`src/rtl/seg_ea_pkg.sv`:
```
package seg_ea_pkg;
  typedef enum logic [1:0] {
    SEG_ES = 2'd0,
    SEG_CS = 2'd1,
    SEG_SS = 2'd2,
    SEG_DS = 2'd3
  } seg_sel_e;

  localparam logic [1:0] MODE_NODISP = 2'b00;
  localparam logic [1:0] MODE_DISP8  = 2'b01;
  localparam logic [1:0] MODE_DISP16 = 2'b10;
  localparam logic [1:0] MODE_REG    = 2'b11;

  localparam logic [2:0] RM_DIRECT   = 3'b110;
endpackage

```
`src/rtl/ea_term_sel.sv`:
```
module ea_term_sel #(
  parameter int ADDR_W  = 16,
  parameter int SHORT_W = 8
) (
  input  logic [1:0]        mod_f,
  input  logic [2:0]        rm_f,
  input  logic [ADDR_W-1:0] disp,
  input  logic [ADDR_W-1:0] reg_bx,
  input  logic [ADDR_W-1:0] reg_bp,
  input  logic [ADDR_W-1:0] reg_si,
  input  logic [ADDR_W-1:0] reg_di,
  output logic [ADDR_W-1:0] ea,
  output logic              uses_bp,
  output logic              is_mem
);
  import seg_ea_pkg::*;

  localparam int EXT_W = ADDR_W - SHORT_W;

  logic [ADDR_W-1:0] base_t, index_t, disp_t;
  logic              direct;

  assign direct = (mod_f == MODE_NODISP) && (rm_f == RM_DIRECT);
  assign is_mem = (mod_f != MODE_REG);

  always_comb begin
    base_t  = '0;
    index_t = '0;
    uses_bp = 1'b0;
    unique case (rm_f)
      3'b000: begin base_t = reg_bx; index_t = reg_si; end
      3'b001: begin base_t = reg_bx; index_t = reg_di; end
      3'b010: begin base_t = reg_bp; index_t = reg_si; uses_bp = 1'b1; end
      3'b011: begin base_t = reg_bp; index_t = reg_di; uses_bp = 1'b1; end
      3'b100: index_t = reg_si;
      3'b101: index_t = reg_di;
      3'b110: begin
        if (!direct) begin
          base_t  = reg_bp;
          uses_bp = 1'b1;
        end
      end
      default: base_t = reg_bx;
    endcase
    if (!is_mem) uses_bp = 1'b0;
  end

  always_comb begin
    unique case (mod_f)
      MODE_DISP8:  disp_t = {{EXT_W{disp[SHORT_W-1]}}, disp[SHORT_W-1:0]};
      MODE_DISP16: disp_t = disp;
      default:     disp_t = direct ? disp : '0;
    endcase
  end

  assign ea = is_mem ? (base_t + index_t + disp_t) : '0;
endmodule

```
`src/rtl/seg_pick.sv`:
```
module seg_pick (
  input  logic                 uses_bp,
  input  logic                 ovr_valid,
  input  logic [7:0]           ovr_code,
  output seg_ea_pkg::seg_sel_e seg
);
  import seg_ea_pkg::*;

  logic legal;

  // prefix bytes have the shape 001s_s110, ss naming the segment
  assign legal = ovr_valid && (ovr_code[7:5] == 3'b001) && (ovr_code[2:0] == 3'b110);

  always_comb begin
    if (legal)        seg = seg_sel_e'(ovr_code[4:3]);
    else if (uses_bp) seg = SEG_SS;
    else              seg = SEG_DS;
  end
endmodule

```
`src/rtl/pa_form.sv`:
```
module pa_form #(
  parameter int ADDR_W    = 16,
  parameter int SEG_SHIFT = 4,
  parameter int NSEG      = 4,
  localparam int PA_W     = ADDR_W + SEG_SHIFT,
  localparam int SEL_W    = $clog2(NSEG)
) (
  input  logic [NSEG-1:0][ADDR_W-1:0] segs,
  input  logic [SEL_W-1:0]            sel,
  input  logic [ADDR_W-1:0]           ea,
  output logic [PA_W-1:0]             pa
);
  logic [NSEG-1:0][PA_W-1:0] cand;

  for (genvar g = 0; g < NSEG; g++) begin : g_cand
    assign cand[g] = {segs[g], {SEG_SHIFT{1'b0}}} + {{SEG_SHIFT{1'b0}}, ea};
  end

  assign pa = cand[sel];
endmodule

```
`src/rtl/seg_ea_gen.sv`:
```
module seg_ea_gen #(
  parameter int ADDR_W    = 16,
  parameter int SEG_SHIFT = 4,
  parameter int SHORT_W   = 8,
  localparam int PA_W     = ADDR_W + SEG_SHIFT
) (
  input  logic              clk,
  input  logic              rst,
  input  logic              in_valid,
  input  logic [1:0]        mod_f,
  input  logic [2:0]        rm_f,
  input  logic [ADDR_W-1:0] disp,
  input  logic [ADDR_W-1:0] reg_bx,
  input  logic [ADDR_W-1:0] reg_bp,
  input  logic [ADDR_W-1:0] reg_si,
  input  logic [ADDR_W-1:0] reg_di,
  input  logic [ADDR_W-1:0] seg_es,
  input  logic [ADDR_W-1:0] seg_cs,
  input  logic [ADDR_W-1:0] seg_ss,
  input  logic [ADDR_W-1:0] seg_ds,
  input  logic              ovr_valid,
  input  logic [7:0]        ovr_code,
  output logic              out_valid,
  output logic              out_is_mem,
  output logic [ADDR_W-1:0] out_ea,
  output logic [1:0]        out_seg,
  output logic [PA_W-1:0]   out_pa
);
  import seg_ea_pkg::*;

  logic [ADDR_W-1:0]      ea_c;
  logic                   uses_bp_c, is_mem_c;
  seg_sel_e               seg_c;
  logic [PA_W-1:0]        pa_c;
  logic [3:0][ADDR_W-1:0] segs;

  assign segs = {seg_ds, seg_ss, seg_cs, seg_es};

  ea_term_sel #(.ADDR_W(ADDR_W), .SHORT_W(SHORT_W)) u_terms (
    .mod_f(mod_f), .rm_f(rm_f), .disp(disp),
    .reg_bx(reg_bx), .reg_bp(reg_bp), .reg_si(reg_si), .reg_di(reg_di),
    .ea(ea_c), .uses_bp(uses_bp_c), .is_mem(is_mem_c)
  );

  seg_pick u_seg (
    .uses_bp(uses_bp_c), .ovr_valid(ovr_valid), .ovr_code(ovr_code), .seg(seg_c)
  );

  pa_form #(.ADDR_W(ADDR_W), .SEG_SHIFT(SEG_SHIFT), .NSEG(4)) u_pa (
    .segs(segs), .sel(seg_c), .ea(ea_c), .pa(pa_c)
  );

  always_ff @(posedge clk) begin
    if (rst) begin
      out_valid  <= 1'b0;
      out_is_mem <= 1'b0;
      out_ea     <= '0;
      out_seg    <= '0;
      out_pa     <= '0;
    end else begin
      out_valid <= in_valid;
      if (in_valid) begin
        out_is_mem <= is_mem_c;
        out_ea     <= is_mem_c ? ea_c : '0;
        out_seg    <= is_mem_c ? seg_c : 2'd0;
        out_pa     <= is_mem_c ? pa_c : '0;
      end
    end
  end
endmodule

```
`config.mk`:
```
export PLATFORM = sky130hd
export DESIGN_NAME = seg_ea_gen
export DESIGN_NICKNAME = d
export VERILOG_FILES = /design/src/rtl/seg_ea_pkg.sv /design/src/rtl/ea_term_sel.sv /design/src/rtl/seg_pick.sv /design/src/rtl/pa_form.sv /design/src/rtl/seg_ea_gen.sv
export SDC_FILE = /design/constraint.sdc
export NUM_CORES = 1
export LEC_CHECK = 0
export BUFFER_PORTS_ARGS = -buffer_cell sky130_fd_sc_hd__buf_2
export CAP_MARGIN = 40
export CORE_MARGIN = 1.5
export CORE_UTILIZATION = 55
export CTS_BUF_LIST = sky130_fd_sc_hd__clkbuf_16
export DETAILED_ROUTE_END_ITERATION = 6
export GPL_ROUTABILITY_DRIVEN = 0
export MAX_ROUTING_LAYER = met4
export PLACE_DENSITY = 0.95
export SLEW_MARGIN = 20
export SYNTH_ARGS = -nofsm -noshare
export SYNTH_HDL_FRONTEND = slang
export SYNTH_SLANG_ARGS = --single-unit
```
`constraint.sdc`:
```
create_clock -name clk -period 20 [get_ports clk]
set_clock_uncertainty 0.2 [all_clocks]
set_input_delay 6 -clock clk [delete_from_list [all_inputs] [get_ports clk]]
set_output_delay 6 -clock clk [all_outputs]
set_load 0.05 [all_outputs]
```
==> impl_metrics.toml <==
[sta]
setup_slack_ns = 7.55
rsz0062_at_grt = "false"
max_freq_mhz = 80.3
fin_crit_sh_pct = 62.2
hold_viol = 0
period_needed_ns = 12.45
setup_viol = 0
slew_headroom_pct = 47.3
worst_pin_slew_ns = 0.788
final.setup.tns_ns = 0
holdWs_ns = 0.256
final_max_slew_viol_count = 0

[critical_path]
required_ns = 19.94
cp.buffers_inverters = 2
r2r_cells = 4
crit_type = "primary input to flop"
worst_path_max_delay_cell = "and2_1"
rr_startpoint = "out_pa[17]$_SDFFE_PP0P_"
crit_arrival_ns = 12.39
crit_cells = 27
max_stage_delay_ns = 0.62
cpLargestDelayFamily = "compound AO/OA/AOI/OAI gates"
cpMostUsedCell = "a21oi_1"
critPathLaunchType = "primary input"
endpoint = "out_pa[11]$_SDFFE_PP0P_"
cp-startpoint = "mod_f[0]"
r2r_end = "out_pa[17]$_SDFFE_PP0P_"
critPathMaxFanout = 17
setup.worst_path.end_class = "flop"
r2r_setup_slack_ns = 18.67

[routing]
antenna_left = 0
drc = 0
vias = 6902
wl_per_cell_um = 17.5
dr.pass1.iters = 6
wirelength_mm = 19.4
initialDrtViolationCount = 543
vias_per_cell = 6.26

[min_path]
hold_start = "out_is_mem$_SDFFE_PP0P_"
holdCritPathClass = "flop to flop"

[die]
die_h_um = 107
die-area_um2 = 11400
die_w_um = 107
coreArea_um2 = 10400
pin_count = 201
rows = 37
start_util_pct = 57.0

[global_route]
grt_max_degree = 37
grt_overflow = 0
antenna_found_initial = 0
track_usage_pct = 33.9
grt_pass1_vias = 6450
grt_pass1_wl_mm = 30.2

[synth]
yosysWarnings = 0
synth_nets = 1025
netlist_area_um2 = 5910
synthCells = 782
synth_edf_count = 0
syn_avg_cell_area_um2 = 7.56
ys_seq_area_share_pct = 12.2
async_reset_ff_share_pct = 0
synth.distinct_cells = 72
synth-seq-cells = 36
synthFlopType = "dfxtp_1"

[place]
dpl_worst_slack_ns = 7.41
io_buffer_count = 200
post_dp_cell_area_um2 = 7010
hpwl_mm = 15.4
placed_cells = 1095

[pwr]
p_leak_nw = 3.56
power_density_nw_per_um2 = 117
ir_worst_vdd_v = 0.0000491

[clock_network]
cts_hold_buf = 0
numClockSinks = 36
cts_made_buffers = 5
post_cts_buffers = 0
cts_resized = 0
cts_tree = "done"
ctsHtreeMaxLevel = 2
clkLatencyLatePin_ns = 0.28
cts-root-buf = "clkbuf_16"
cts_buffer_depth = 2
clk_pin_slew_ns = 0.06

[layout]
fillCellCount = 838
fin_cells = 1103
final_area_um2 = 7180
antennaDiodeCount = 0
final_cell_mix = "buf_2, nor2_1, nand2_1"
area_growth_pct = 21.4
drive_above_1_share_pct = 25.5
layout_commonest_cell = "buf_2"
nets = 1209

[run]
max_cap_viol_count = 0

[outcome]
status = "finished, final reports clean"
## Yosys cell counts, types with 4 or more instances
| library cell | n | area [um^2] |
|---|---|---|
| mux2i_1 | 15 | 150 |
| and2_1 | 15 | 93.8 |
| a22oi_1 | 21 | 158 |
| a41oi_1 | 5 | 43.8 |
| fa_1 | 20 | 400 |
| nor3_1 | 24 | 120 |
| mux2_2 | 14 | 158 |
| or3_1 | 7 | 43.8 |
| dfxtp_1 | 36 | 721 |
| xor2_1 | 14 | 123 |
| nor2b_1 | 7 | 43.8 |
| o21bai_1 | 9 | 67.6 |
| a21oi_1 | 56 | 280 |
| a211o_1 | 6 | 52.6 |
| inv_1 | 47 | 176 |
| buf_2 | 5 | 25.0 |
| xnor2_1 | 36 | 315 |
| o21a_1 | 6 | 45.0 |
| buf_4 | 4 | 30.0 |
| clkbuf_1 | 20 | 75.1 |
| nand4_1 | 5 | 31.3 |
| nor2_1 | 78 | 293 |
| a211oi_1 | 17 | 128 |
| nand2_1 | 69 | 259 |
| o22ai_1 | 5 | 31.3 |
| o31ai_1 | 4 | 30.0 |
| nand3_1 | 25 | 125 |
| o21ai_0 | 35 | 175 |
| a21o_1 | 20 | 150 |
| or2_2 | 5 | 31.3 |
| and3_1 | 11 | 68.8 |
| a31oi_1 | 14 | 87.6 |
| ha_1 | 62 | 776 |
## per-layer routing
metal  track usage, %  wire length (um)  vias up
met3             6.20              1920      113
met4             16.5               975        0
met2             55.0              9100      442
met1             40.5              7360     3127
li1                 -                 -     3220
met5                -                 0        -
## cells by family after synthesis
group	Yosys count	synth area share, %
and+or+nand+nor	265	21.4
AOI/OAI and AO/OA	238	27.5
buffers and inverters	78	5.31
xor gates and xnor gates	50	7.41
muxes	32	6.16
DFF	36	12.2
adders and majority gates	83	20.1
## sequential cells by signal, summed over array words and instances, names as in the netlist
signal,cells
out_is_mem,1
out_valid,1
out_seg,2
out_pa,16
out_ea,16
## worst min-delay path by stage
stage | end | cells past startpoint | slack (ns)
after global routing | out_ea[9]$_SDFFE_PP0P_ | 2 | 0.28
after CTS | out_is_mem$_SDFFE_PP0P_ | 2 | 0.25
final | out_is_mem$_SDFFE_PP0P_ | 2 | 0.26
after global placement | out_is_mem$_SDFFE_PP0P_ | 2 | 0.24
after detailed placement | out_is_mem$_SDFFE_PP0P_ | 2 | 0.25
after floorplan | out_is_mem$_SDFFE_PP0P_ | 2 | 0.48
## tightest hold or removal path, delay by kind of cell, from the launching register on
kind | cells | cell delay, ns
AO/OA/AOI/OAI | 1 | 0.05
flip-flops | 1 | 0.31
AND/OR/NAND/NOR | 1 | 0.05
## metrics by stage
| step | total power [mW] | util (%) |
|---|---|---|
| 2_1_floorplan | 0.589 | - |
| 5_1_grt | 0.900 | 69.2 |
| 3_5_place_dp | 0.725 | 67.6 |
| 6_report | 0.840 | 69.2 |
| 3_3_place_gp | 0.704 | 67.6 |
| 4_1_cts | 0.824 | 69.2 |
## where the power goes
group          internal (mW)  leakage (nW)  switching, mW  total [mW]
clock network         0.0586        0.0798         0.0336      0.0923
logic                  0.260          3.18          0.394       0.654
registers             0.0855         0.296        0.00879      0.0943
total                  0.404          3.56          0.437       0.840
## area by class of cell
class	instances	area [um^2]	area share, %
clock inverter	3	42.5	0.593
tap	136	170	2.37
clock buffer	5	125	1.74
inverter	49	184	2.56
sequential	36	721	10.0
timing repair buffer	206	1050	14.6
multi-input combinational	668	4890	68.1
No activity file was read; power rests on OpenSTA's default activity.
